==> src/rtl/mdm_pkg.sv <==
package mdm_pkg;

    localparam int LINE_W = 4;

    // Bit order matches the status byte: levels in [7:4], flags in [3:0].
    typedef struct packed {
        logic dcd;
        logic ri;
        logic dsr;
        logic cts;
    } mdm_lines_t;

    localparam int unsigned CB_DTR  = 0;
    localparam int unsigned CB_RTS  = 1;
    localparam int unsigned CB_OUT1 = 2;
    localparam int unsigned CB_OUT2 = 3;
    localparam int unsigned CB_LOOP = 4;

    localparam logic [7:0] CTL_WR_MASK = 8'h1F;

endpackage

==> src/rtl/mdm_sync.sv <==
module mdm_sync #(
    parameter int              WIDTH   = 4,
    parameter int              STAGES  = 2,
    parameter logic [WIDTH-1:0] RST_VAL = '1
) (
    input  logic             clk,
    input  logic             rst_n,
    input  logic [WIDTH-1:0] async_i,
    output logic [WIDTH-1:0] sync_o
);

    typedef struct packed {
        logic [STAGES-1:0][WIDTH-1:0] stg;
    } sync_st_t;

    sync_st_t st_d, st_q;

    always_comb begin
        st_d        = st_q;
        st_d.stg[0] = async_i;
        for (int i = 1; i < STAGES; i++) begin
            st_d.stg[i] = st_q.stg[i-1];
        end
    end

    always_ff @(posedge clk or negedge rst_n) begin
        if (!rst_n) begin
            st_q.stg <= {STAGES{RST_VAL}};
        end else begin
            st_q <= st_d;
        end
    end

    assign sync_o = st_q.stg[STAGES-1];

endmodule

==> src/rtl/mdm_delta.sv <==
module mdm_delta
    import mdm_pkg::*;
(
    input  logic       clk,
    input  logic       rst_n,
    input  mdm_lines_t lvl_i,
    input  logic       clr_i,
    output mdm_lines_t lvl_o,
    output mdm_lines_t delta_o
);

    typedef struct packed {
        mdm_lines_t lvl;
        mdm_lines_t delta;
    } delta_st_t;

    delta_st_t  st_d, st_q;
    mdm_lines_t ev;

    always_comb begin
        // Any toggle counts for three lines; ring counts only its trailing edge.
        ev.cts = lvl_i.cts ^ st_q.lvl.cts;
        ev.dsr = lvl_i.dsr ^ st_q.lvl.dsr;
        ev.dcd = lvl_i.dcd ^ st_q.lvl.dcd;
        ev.ri  = st_q.lvl.ri & ~lvl_i.ri;

        st_d.lvl   = lvl_i;
        // Set wins over clear so a same-edge event is not lost.
        st_d.delta = (clr_i ? mdm_lines_t'('0) : st_q.delta) | ev;
    end

    always_ff @(posedge clk or negedge rst_n) begin
        if (!rst_n) begin
            st_q <= '0;
        end else begin
            st_q <= st_d;
        end
    end

    assign lvl_o   = st_q.lvl;
    assign delta_o = st_q.delta;

endmodule

==> src/rtl/modem_ctl_tracker.sv <==
module modem_ctl_tracker
    import mdm_pkg::*;
#(
    parameter int SYNC_STAGES = 2
) (
    input  logic       clk,
    input  logic       rst_n,
    input  logic       ctl_wr,
    input  logic [7:0] ctl_wdata,
    output logic [7:0] ctl_rdata,
    input  logic       sts_rd,
    output logic [7:0] sts_rdata,
    input  logic       cts_n_i,
    input  logic       dsr_n_i,
    input  logic       ri_n_i,
    input  logic       dcd_n_i,
    output logic       dtr_n_o,
    output logic       rts_n_o,
    output logic       out1_n_o,
    output logic       out2_n_o
);

    localparam int STS_W = 2 * LINE_W;

    typedef struct packed {
        logic [7:0] ctl;
    } top_st_t;

    top_st_t    st_d, st_q;
    mdm_lines_t pin_raw;
    mdm_lines_t pin_sync;
    mdm_lines_t ext_lvl;
    mdm_lines_t loop_lvl;
    mdm_lines_t sel_lvl;
    mdm_lines_t cur_lvl;
    mdm_lines_t cur_delta;

    always_comb begin
        st_d = st_q;
        if (ctl_wr) begin
            st_d.ctl = ctl_wdata & CTL_WR_MASK;
        end
    end

    always_ff @(posedge clk or negedge rst_n) begin
        if (!rst_n) begin
            st_q <= '0;
        end else begin
            st_q <= st_d;
        end
    end

    assign pin_raw.dcd = dcd_n_i;
    assign pin_raw.ri  = ri_n_i;
    assign pin_raw.dsr = dsr_n_i;
    assign pin_raw.cts = cts_n_i;

    mdm_sync #(
        .WIDTH  (LINE_W),
        .STAGES (SYNC_STAGES),
        .RST_VAL({LINE_W{1'b1}})
    ) u_sync (
        .clk    (clk),
        .rst_n  (rst_n),
        .async_i(pin_raw),
        .sync_o (pin_sync)
    );

    always_comb begin
        ext_lvl      = ~pin_sync;
        loop_lvl.cts = st_q.ctl[CB_RTS];
        loop_lvl.dsr = st_q.ctl[CB_DTR];
        loop_lvl.ri  = st_q.ctl[CB_OUT1];
        loop_lvl.dcd = st_q.ctl[CB_OUT2];
        sel_lvl      = st_q.ctl[CB_LOOP] ? loop_lvl : ext_lvl;
    end

    mdm_delta u_delta (
        .clk    (clk),
        .rst_n  (rst_n),
        .lvl_i  (sel_lvl),
        .clr_i  (sts_rd),
        .lvl_o  (cur_lvl),
        .delta_o(cur_delta)
    );

    assign sts_rdata = STS_W'({cur_lvl, cur_delta});
    assign ctl_rdata = st_q.ctl;

    assign dtr_n_o  = ~st_q.ctl[CB_DTR];
    assign rts_n_o  = ~st_q.ctl[CB_RTS];
    assign out1_n_o = ~st_q.ctl[CB_OUT1];
    assign out2_n_o = ~st_q.ctl[CB_OUT2];

endmodule

==> config.mk <==
export PLATFORM = sky130hd
export DESIGN_NAME = modem_ctl_tracker
export DESIGN_NICKNAME = d
export VERILOG_FILES = /design/src/rtl/mdm_pkg.sv /design/src/rtl/mdm_sync.sv /design/src/rtl/mdm_delta.sv /design/src/rtl/modem_ctl_tracker.sv
export SDC_FILE = /design/constraint.sdc
export NUM_CORES = 1
export LEC_CHECK = 0
export BUFFER_PORTS_ARGS = -buffer_cell sky130_fd_sc_hd__clkbuf_2
export CAP_MARGIN = 20
export CORE_MARGIN = 2
export CORE_UTILIZATION = 28
export DETAILED_ROUTE_END_ITERATION = 8
export PLACE_DENSITY_LB_ADDON = 0.12
export SLEW_MARGIN = 40
export SYNTH_ARGS = -nofsm -noshare
export SYNTH_HDL_FRONTEND = slang
export SYNTH_HIERARCHICAL = 1
export SYNTH_SLANG_ARGS = --single-unit
==> constraint.sdc <==
create_clock -name clk -period 1.15 [get_ports clk]
set_input_delay 0.115 -clock clk [delete_from_list [all_inputs] [get_ports clk]]
set_output_delay 0.115 -clock clk [all_outputs]
set_load 0.05 [all_outputs]
Word-level counts from Yosys, hierarchy flattened
Index checks and enable logic that the tools add are counted.

storage, ports and cells
  flip-flop bits (word level) = 21
  input port bits = 16
  output and inout port bits = 20
  logic and storage cells = 24

operators by class
  multiplexer cells = 2
  bitwise operators = 11

operators by type and width
  kind              count
  2-to-1 mux 4 bit  2
  inverter 1 bit    5
  inverter 4 bit    1
  OR 4 bit          1
  XOR 1 bit         3
  AND 1 bit         1

Logic depth before layout (Yosys ltp)
Gate-level depths: netlist of run 1.

  word-level depth = 5
  gate-level depth with buffers = 5
  mapped depth without buffers = 4

Modules after synthesis
The synthesis of run 1 kept the hierarchy.

by module, submodules not included
  module             times used  cells each  area an instance (sq um)  sequential area each (sq um)
  modem_ctl_tracker  1           31          269.0                     125.1
  mdm_delta          1           20          266.5                     200.2
  mdm_sync           1           8           210.2                     210.2

Least setup slack after synthesis of run 1
Ideal clock, no wire load.

  path kind = flip-flop to flip-flop
  start = reg st_q, in the netlist ctl_rdata[3]
  end = reg u_delta.st_q, in the netlist u_delta/delta_o[3]
  library setup time = 125 ps
  arrival time = 1445 ps
  required time = 1025 ps
  setup slack = -420 ps
  cell stages (with the launch flop) = 5
  path buffers = 0
  clock period less this slack = 1570 ps
  cell sequence = dfrtp_1 inv_1 mux2i_1 xnor2_1 o21ai_1

RTL lines
  element                   line                     RTL
  start: declaration        modem_ctl_tracker.sv:29  top_st_t st_d, st_q;
  start signal: assignment  modem_ctl_tracker.sv:49  st_q <= st_d;
  end signal: assignment    mdm_delta.sv:36          st_q <= st_d;
  end: declaration          mdm_delta.sv:17          delta_st_t st_d, st_q;

==> reports/results.txt, run 1 <==
gr usage total: 9.189%
WL/cell: 10.29 µm
CTS Buf Count: 3
synth warn: 6
post-synth top area cell: dfrtp_1
Final Instance Area: 0.001060 mm²
Synth Register Bits: 21
Static Leak: 0.5025 nW
drt first pass iters: 3
CTS tree: built
post-DP HPWL: 873.3 µm
Crit-path slowest cell: dfrtp_2
RSZ-0062 raised after global routing: yes
Rows: 18
share of cells above drive strength 1: 56.25%
Max Clk Rate: 904.7 MHz
Top-Level Pins: 36
Clk pin slew, worst setup/hold paths: 110 ps
Critical Path Start Type: flip-flop
routed via count: 501
part of the Yosys area used for sequential elements: 71.81%
H-tree lvl count: 1
clk root buf: clkbuf_4
Crit Path Max Fanout: 5
most common cell after layout, fill and taps aside: clkbuf_2
Max Slew Vio Count: 0
Synth Area in XOR/XNOR: 3.523%
setup violators final: 0
DP Area: 925.9 µm²
Distinct cells, synth: 14
vias in the first global route: 480
later-pin clock latency in the skew report: 290 ps
Compound-Gate Fraction of Synth Area: 7.550%
first-pass GRT wire length: 2221 µm
Max Buffers Root-to-Sink: 2
Min-Delay Path Class: input port to flip-flop
CP delay by family, top: flip-flops
combinational family with the most area after synthesis: buffers and inverters
gpl congestion: 0.6133
mux cell area share after synthesis: 3.356%
chip width: 55.61 µm
starting density of the core: 29.83%
Via density: 3.976
clock sinks: 21
pin count of the biggest net entering global routing: 22
initial antenna violation count: 0
total die area: 0.003092 mm²
worst path required time: 1340 ps
Worst Setup Path Type: flip-flop to flip-flop
grt ovf: 0
highest-count cells in the layout ignoring fill and taps: 22 x clkbuf_2, 8 x dfrtp_1, 8 x dfstp_2, 7 x nand2_1, 7 x o21ai_1
Synth Area in Adders: 0%
Initial DRC Count: 3
area growth from synthesis to layout: 42.11%
Worst-Margin Slew: 513.3 ps
syn avg cell area: 12.64 µm²
VDD IR-drop max: 0.7734 mV
Fin. Hold Viols: 0
top-area cell type share of the netlist area: 43.62%
Port Buffers: 29
delay of the slowest cell on the worst path: 450 ps
Max Clock Skew: 1.467 ps
Final Util: 42.39%
synthesized instance count: 59
number of nets in the layout: 113
fin crit share: 96.12%
pwr/cell area: 1712 mW/mm²
Area contributors post-synth: dfrtp_1 44%, dfstp_2 28%, inv_1 4.5%, nand2_1 3.5%, xnor2_1 3.5%
antenna-violating nets left: 0
Mapped Area: 745.7 µm²
critical path capture point type: flip-flop
Slew HR: 65.78%
final worst path period need: 1105 ps
WP data arrival: 1290 ps
crit path buf inv count: 1
max-cap violations: 0
Die H: 55.61 µm
number of diodes: 0
CP Cell Sequence: buf_4 -> o21ai_2 -> xnor2_1 -> o21ai_1
number of remaining DRC errors: 0
CORE AREA: 0.002500 mm²
final wirelength: 1296 µm
status: finished clean
Synth Area in Simple Gates: 3.523%
==> report_power, final <==
group | internal, mW | switching (mW)
Clock | 0.135 | 0.209
Combinational | 0.168 | 0.422
Sequential | 0.832 | 0.0485
Total | 1.13 | 0.680
==> synth_stat cells (all sizes together) <==
cell   count
o22ai      1
mux2       1
nand2      7
xnor2      3
dfrtp     13
conb       1
inv        9
o21ai     10
mux2i      1
buf        5
dfstp      8
==> worst paths after layout <==
| kind | startpoint | to | slack [ps] | cells after the start |
|---|---|---|---|---|
| hold / removal | ctl_wdata[2] | ctl_rdata[2] | 20 | 3 |
| hold reg to reg | u_sync/st_d[6] | u_sync/sync_o[2] | 360 | 0 |
| setup reg to reg | ctl_rdata[4] | u_delta/delta_o[0] | 40 | 4 |
| setup / recovery | ctl_rdata[4] | u_delta/delta_o[0] | 40 | 4 |
| min in group asynchronous | rst_n | u_delta/lvl_o[1] | 310 | 2 |
| max in group asynchronous | rst_n | ctl_rdata[3] | 470 | 2 |
==> worst register-to-register path, delay by kind of cell, from the launching register on <==
kind / cells / cell delay (ps)
flops: 1 / 450
compound gates: 2 / 250
buf+inv: 1 / 160
xor+xnor: 1 / 140
==> metal layers <==
layer	up-vias	global-route usage (%)	routed length, µm
li1	249	-	-
met4	0	5.226	13
met3	2	3.256	131
met5	-	0	0
met2	22	12.24	538
met1	228	12.76	612
==> area by class of cell <==
| type | instances | area (µm²) |
|---|---|---|
| Clock buffer | 4 | 26.28 |
| Fill cell | 253 | 1440 |
| Inverter | 9 | 48.80 |
| Multi-Input combinational cell | 26 | 152.6 |
| Sequential cell | 21 | 541.8 |
| Tap cell | 30 | 37.54 |
| Timing Repair Buffer | 36 | 252.7 |
==> sequential cells by signal (all words and copies together) (netlist names) <==
signal	flops
ctl_rdata	5
u_delta/delta_o	4
u_delta/lvl_o	4
u_sync/st_d	4
u_sync/sync_o	4
==> kinds of logic (layout without fill, tap and decap cells) <==
kind of cell,Yosys count,after routing
other,1,3
AOI/OAI and AO/OA,11,11
and+or+nand+nor,7,7
DFF,21,21
xor gates and xnor gates,3,3
muxes,2,2
buffers and inverters,14,49
==> stage by stage <==
step                      hold slack, ps  setup WS [ps]  std cells  setup TNS [ps]  power (mW)
final                              22.35          44.67        126               0       1.815
after global routing               29.57         -1.282        126          -1.282       1.909
after CTS                          13.65          30.16        126               0       1.820
after detailed placement           108.7          69.40        115               0       1.431
after global placement             116.9          79.20        115               0       1.427
after floorplan                   -180.6         -306.2         61          -391.3       1.316
==> timing repair <==
item / 4_1_cts / 5_1_grt
resized for setup: 9 / 6
hold endpoints to repair: 17 / 0
setup endpoints to repair: 5 / 6
pin swaps: 0 / 0
hold buffers: 5 / 0
setup buffers: 2 / 0
No activity file was read; power rests on OpenSTA's default activity.
==> inputs of run 2 (changes only) <==
Settings changed: HOLD_SLACK_MARGIN set to 0.12.
==> run 2 against run 1 <==
Compared with the run above:
- non-clock buffer count is 7 higher
- hold slack better by 290 ps
- die area stayed put
- largest cell class unchanged
- critical endpoint unchanged
==> reports/results.txt, run 2 (synthesis results as in run 1) <==
CORE AREA: 0.002500 mm² (unchanged)
max reg flops: 5 (unchanged)
area growth from synthesis to layout: 51.51%
Worst-Margin Slew: 513.3 ps (-0.006437 ps)
Die H: 55.61 µm (unchanged)
Max Clk Rate: 905.0 MHz (about the same)
setup violators final: 0 (unchanged)
critical path capture point type: flip-flop
Clk pin slew, worst setup/hold paths: 110 ps (about the same)
first-pass GRT wire length: 2421 µm (+9.0%)
number of remaining DRC errors: 0 (unchanged)
clock sinks: 21 (unchanged)
status: finished clean
Clk pwr share: 18.8% (about the same)
Worst Setup Path Type: flip-flop to flip-flop
post-DP HPWL: 873.3 µm (unchanged)
vias in the first global route: 527 (+9.8%)
Seq pwr share: 48.0% (-0.5 points)
VDD IR-drop max: 0.8028 mV (+3.8%)
Place WS: 69.40 ps (unchanged)
Final Instance Area: 0.001130 mm² (+6.6%)
FF-to-FF setup slack: 40 ps (about the same)
Via density: 3.932 (-1.1%)
Rows: 18 (unchanged)
number of diodes: 0 (unchanged)
initial antenna violation count: 0 (unchanged)
Min-Delay Path Class: input port to asynchronous set/reset pin
Max Buffers Root-to-Sink: 2 (unchanged)
max-cap violations: 0 (unchanged)
Sw Share: 37.31% (-0.16 points)
antenna-violating nets left: 0 (unchanged)
drt first pass iters: 2 (-1)
gr usage total: 10.12% (+0.93 points)
clk root buf: clkbuf_4
pwr/cell area: 1624 mW/mm² (-5.2%)
Critical R2R Launch: ctl_rdata[4]
chip width: 55.61 µm (unchanged)
share of cells above drive strength 1: 52.43% (-3.8 points)
R2R depth: 4 (unchanged)
Power Total: 1.834 mW (+1.1%)
pin count of the biggest net entering global routing: 22 (unchanged)
CTS Buf Count: 3 (unchanged)
final wirelength: 1380 µm (+6.5%)
RSZ-0062 raised after global routing: yes
Max Clock Skew: 1.468 ps (+0.0007800 ps)
worst path required time: 1340 ps (about the same)
Psw: 684.4 µW (+0.65%)
CTS tree: built
WL/cell: 10.38 µm (+0.88%)
highest-count cells in the layout ignoring fill and taps: 22 x clkbuf_2, 12 x dlygate4sd3_1, 8 x dfrtp_1, 8 x dfstp_2
internal cell power: 1.150 mW (+1.4%)
Fin. Hold Viols: 0 (unchanged)
Critical Path Start Type: flip-flop
starting density of the core: 29.83% (unchanged)
routed via count: 523 (+4.4%)
CP startpoint: ctl_rdata[4]
Initial DRC Count: 3 (unchanged)
WP data arrival: 1290 ps (about the same)
Comb pwr share: 33.3% (+0.8 points)
Max Slew Vio Count: 0 (unchanged)
gpl congestion: 0.6133 (unchanged)
number of nets in the layout: 120 (+6.2%)
H-tree lvl count: 1 (unchanged)
total die area: 0.003092 mm² (unchanged)
Slew HR: 65.78% (about the same)
Crit Path Max Fanout: 5 (unchanged)
Static Leak: 0.5317 nW (+5.8%)
final worst path period need: 1105 ps (-0.2952 ps)
Final Util: 45.20% (+2.8 points)
Worst R2R End: u_delta/delta_o[0]
final worst setup slack: 44.97 ps (+0.2952 ps)
grt ovf: 0 (unchanged)
most common cell after layout, fill and taps aside: clkbuf_2
Top-Level Pins: 36 (unchanged)
worst hold slack: 313.9 ps (+291.6 ps)
fin crit share: 96.09% (about the same)
Port Buffers: 29 (unchanged)
later-pin clock latency in the skew report: 290 ps (about the same)
DP Area: 925.9 µm² (unchanged)
## run 2: worst max path at each step
stage,end,cells past startpoint
2_1_floorplan,u_delta/delta_o[3],4
3_3_place_gp,u_delta/delta_o[3],3
3_5_place_dp,u_delta/delta_o[3],3
4_1_cts,ctl_rdata[1],1
5_1_grt,u_delta/delta_o[3],4
6_report,u_delta/delta_o[0],4
## run 2: layout make-up
cell class,count,area [µm²]
sequential,21,541.8
inverter,9,48.80
fill,247,1370
timing repair buffer,43,322.8
clock buffer,4,26.28
multi-input combinational,26,152.6
tap,30,37.54
## run 2: stage by stage
step / instances / setup TNS [ps]
floorplan: 61 / -391.3
global placement: 115 / 0
detailed placement: 115 / 0
CTS: 133 / 0
global route: 133 / -1.282
finish: 133 / 0
## run 2: timing repair
item,4_1_cts,5_1_grt
hold endpoints to repair,26,0
setup endpoints to repair,5,6
resized for setup,9,6
setup buffers,2,0
hold buffers,12,0
## run 2: routing by layer
layer	vias to the layer above	global-route usage, %	part of all wire, %
met3	2	3.256	8.8
met4	0	5.226	0.94
met2	22	14.97	44
met5	-	0	0
met1	235	13.20	46
li1	264	-	-
## run 2: critical path, stage by stage (launching register included)
cell and delay (ps):
dfrtp_2 450, buf_4 160, o21ai_2 170, xnor2_1 140, o21ai_1 80
## run 2: power groups by stage
stage                     sequential (mW)  clock, mW  combinational [mW]
after floorplan                      1.13          0               0.190
after global placement              0.901          0               0.527
after detailed placement            0.901          0               0.530
after CTS                           0.881      0.354               0.603
after global routing                0.892      0.388               0.650
final                               0.880      0.344               0.610
==> inputs of run 3 (changes only) <==
Settings changed: SYNTH_HIERARCHICAL 1 to unset.
==> run 3 against run 2 <==
Compared with the run above:
- synthesized cell count increased by 3.4%
- critical endpoint is now out1_n_o
- critical path depth decreased by 2
- design area increased by 7.8%
- non-clock buffer count increased by 2
==> reports/results.txt, run 3 <==
status: finished clean
syn avg cell area: 12.94 µm² (+2.4%)
later-pin clock latency in the skew report: 300 ps (about the same)
chip width: 57.10 µm (+2.7%)
Max Buffers Root-to-Sink: 2 (unchanged)
Comb pwr share: 34.1% (+0.8 points)
RSZ-0062 raised after global routing: yes
Max Clock Skew: 8.930 ps (+7.462 ps)
most common cell after layout, fill and taps aside: clkbuf_2
Psw: 686.0 µW (+0.24%)
Rows: 19 (+1)
internal cell power: 1.177 mW (+2.3%)
Max Clk Rate: 904.5 MHz (about the same)
max reg flops: 5 (unchanged)
antenna-violating nets left: 0 (unchanged)
Max Slew Vio Count: 0 (unchanged)
first-pass GRT wire length: 2394 µm (-1.1%)
CTS tree: built
Synth Register Bits: 21 (unchanged)
number of remaining DRC errors: 0 (unchanged)
commonest cells in the synthesized netlist: 13 x dfrtp_1, 8 x dfstp_2, 6 x inv_1, 6 x nand2_1, 6 x nor2b_1
gr usage total: 9.739% (-0.38 points)
Fin. Hold Viols: 0 (unchanged)
synth warn: 0 (-6)
Worst-Margin Slew: 515.7 ps (+2.448 ps)
drt first pass iters: 2 (unchanged)
setup violators final: 0 (unchanged)
Min-Delay Path Class: input port to asynchronous set/reset pin
clk root buf: clkbuf_4
worst path required time: 1030 ps (-310 ps)
pwr/cell area: 1530 mW/mm² (-5.8%)
highest-count cells in the layout ignoring fill and taps: 20 x clkbuf_2, 12 x dlygate4sd3_1, 8 x dfrtp_1, 8 x dfstp_2
post-synth top area cell: dfrtp_1
Crit Path Max Fanout: 2 (-3)
Critical Path Start Type: flip-flop
EDFF count, synth: 0 (unchanged)
grt ovf: 0 (unchanged)
Static Leak: 0.5533 nW (+4.1%)
Area contributors post-synth: dfrtp_1 41%, dfstp_2 27%, mux2i_1 5.1%, nor2b_1 4.8%, buf_4 2.9%
area growth from synthesis to layout: 54.20%
vias in the first global route: 513 (-2.7%)
pin count of the biggest net entering global routing: 22 (unchanged)
Initial DRC Count: 7 (+4)
Slew HR: 65.62% (-0.16 points)
CORE AREA: 0.002710 mm² (+8.4%)
Worst Setup Path Type: flip-flop to output pin
WP data arrival: 990 ps (-300 ps)
Clk pin slew, worst setup/hold paths: 120 ps (about the same)
routed via count: 526 (+0.57%)
top-area cell type share of the netlist area: 41.20% (-2.4 points)
final worst path period need: 1106 ps (+0.5696 ps)
Sw Share: 36.82% (-0.48 points)
WL/cell: 9.928 µm (-4.3%)
clock sinks: 21 (unchanged)
Distinct cells, synth: 16 (+2)
initial antenna violation count: 0 (unchanged)
most common cell in the netlist: dfrtp_1
Top-Level Pins: 36 (unchanged)
Async SR Flop Fraction: 100.0% (unchanged)
critical path capture point type: output pin
Port Buffers: 29 (unchanged)
H-tree lvl count: 1 (unchanged)
part of the Yosys area used for sequential elements: 67.83% (-4.0 points)
Via density: 3.812 (-3.1%)
CTS Buf Count: 3 (unchanged)
ys flop type: dfrtp_1
share of cells above drive strength 1: 55.14% (+2.7 points)
post-DP HPWL: 933.3 µm (+6.9%)
Mapped Area: 789.5 µm² (+5.9%)
worst hold slack: 293.0 ps (-20.91 ps)
number of diodes: 0 (unchanged)
VDD IR-drop max: 1.176 mV (+46%)
Final TNS setup: 0 ps (unchanged)
total die area: 0.003260 mm² (+5.4%)
R2R depth: 4 (unchanged)
max-cap violations: 0 (unchanged)
starting density of the core: 29.13% (-0.70 points)
gpl congestion: 0.6268 (+2.2%)
synthesized instance count: 61 (+3.4%)
filler instances: 260 (+5.3%)
number of nets in the layout: 124 (+3.3%)
fin crit share: 96.14% (about the same)
Seq pwr share: 46.8% (-1.2 points)
Clk pwr share: 19.1% (+0.3 points)
final wirelength: 1370 µm (-0.72%)
Die H: 57.10 µm (+2.7%)
## run 3: cell count changes after synthesis, sizes merged
cell and change:
nand2 -1, inv -3, xnor2 -3, nor2 +3, nor2b +6, mux2i +4
o21ai -4
## run 3: layout make-up
cell class / instances / area (µm²) / area share (%)
Timing Repair Buffer: 45 / 365.4 / 30.01
Tap cell: 31 / 38.79 / 3.186
Multi-Input combinational cell: 31 / 203.9 / 16.75
Clock inverter: 1 / 7.507 / 0.6166
Inverter: 6 / 37.54 / 3.083
Clock buffer: 3 / 22.52 / 1.850
Sequential cell: 21 / 541.8 / 44.50
## run 3: repair_timing
item	CTS	global route
hold endpoints to repair	31	0
resized for setup	11	11
pin swaps	0	0
hold buffers	12	0
setup buffers	4	0
setup endpoints to repair	5	9
## run 3: worst max-delay path: stages (launching register included)
cell and delay (ps):
dfrtp_2 440, clkinvlp_4 90, clkbuf_16 150
## run 3: stage by stage
step | total power [mW] | worst slack (ps) | utilization (%) | area (µm²) | instances
2_1_floorplan | 1.307 | -218.9 | - | 818.3 | 63
3_3_place_gp | 1.418 | 141.9 | 35.55 | 963.4 | 118
3_5_place_dp | 1.421 | 138.3 | 35.55 | 963.4 | 118
4_1_cts | 1.883 | 0.4831 | 44.41 | 1204 | 138
5_1_grt | 1.974 | -35.87 | 44.92 | 1217 | 138
6_report | 1.863 | 44.40 | 44.92 | 1217 | 138
## run 3: final timing paths
| check | from | to | slack [ps] |
|---|---|---|---|
| max | ctl_rdata[2] | out1_n_o | 40 |
| min | rst_n | ctl_rdata[3] | 290 |
| max reg2reg | ctl_rdata[3] | u_delta.delta_o[3] | 80 |
| min reg2reg | u_sync.st_d[4] | u_sync.sync_o[0] | 360 |
| max in group asynchronous | rst_n | ctl_rdata[0] | 490 |
| min in group clk | u_sync.st_d[4] | u_sync.sync_o[0] | 360 |
## run 3: metal layers
layer  vias up  track usage [%]  wire length, µm
met4         0            1.993               12
met3         2            4.762               90
met5         -                0                0
met1       230            12.59              600
li1        277                -                -
met2        17            14.94              666
## run 3: power by group through the flow
| stage | sequential [mW] | combinational [mW] | clock, mW |
|---|---|---|---|
| after detailed placement | 0.896 | 0.525 | 0 |
| final | 0.873 | 0.635 | 0.356 |
| after CTS | 0.874 | 0.625 | 0.384 |
| after global placement | 0.893 | 0.525 | 0 |
| after global routing | 0.885 | 0.672 | 0.418 |
| after floorplan | 1.11 | 0.202 | 0 |
## run 3: cells by family after synthesis
kind of cell,count (synthesis),synth area share (%)
compound gates,7,5.548
flops,21,67.83
buf+inv,11,7.764
simple gates,15,9.033
other cells,1,0.4750
mux,6,9.350
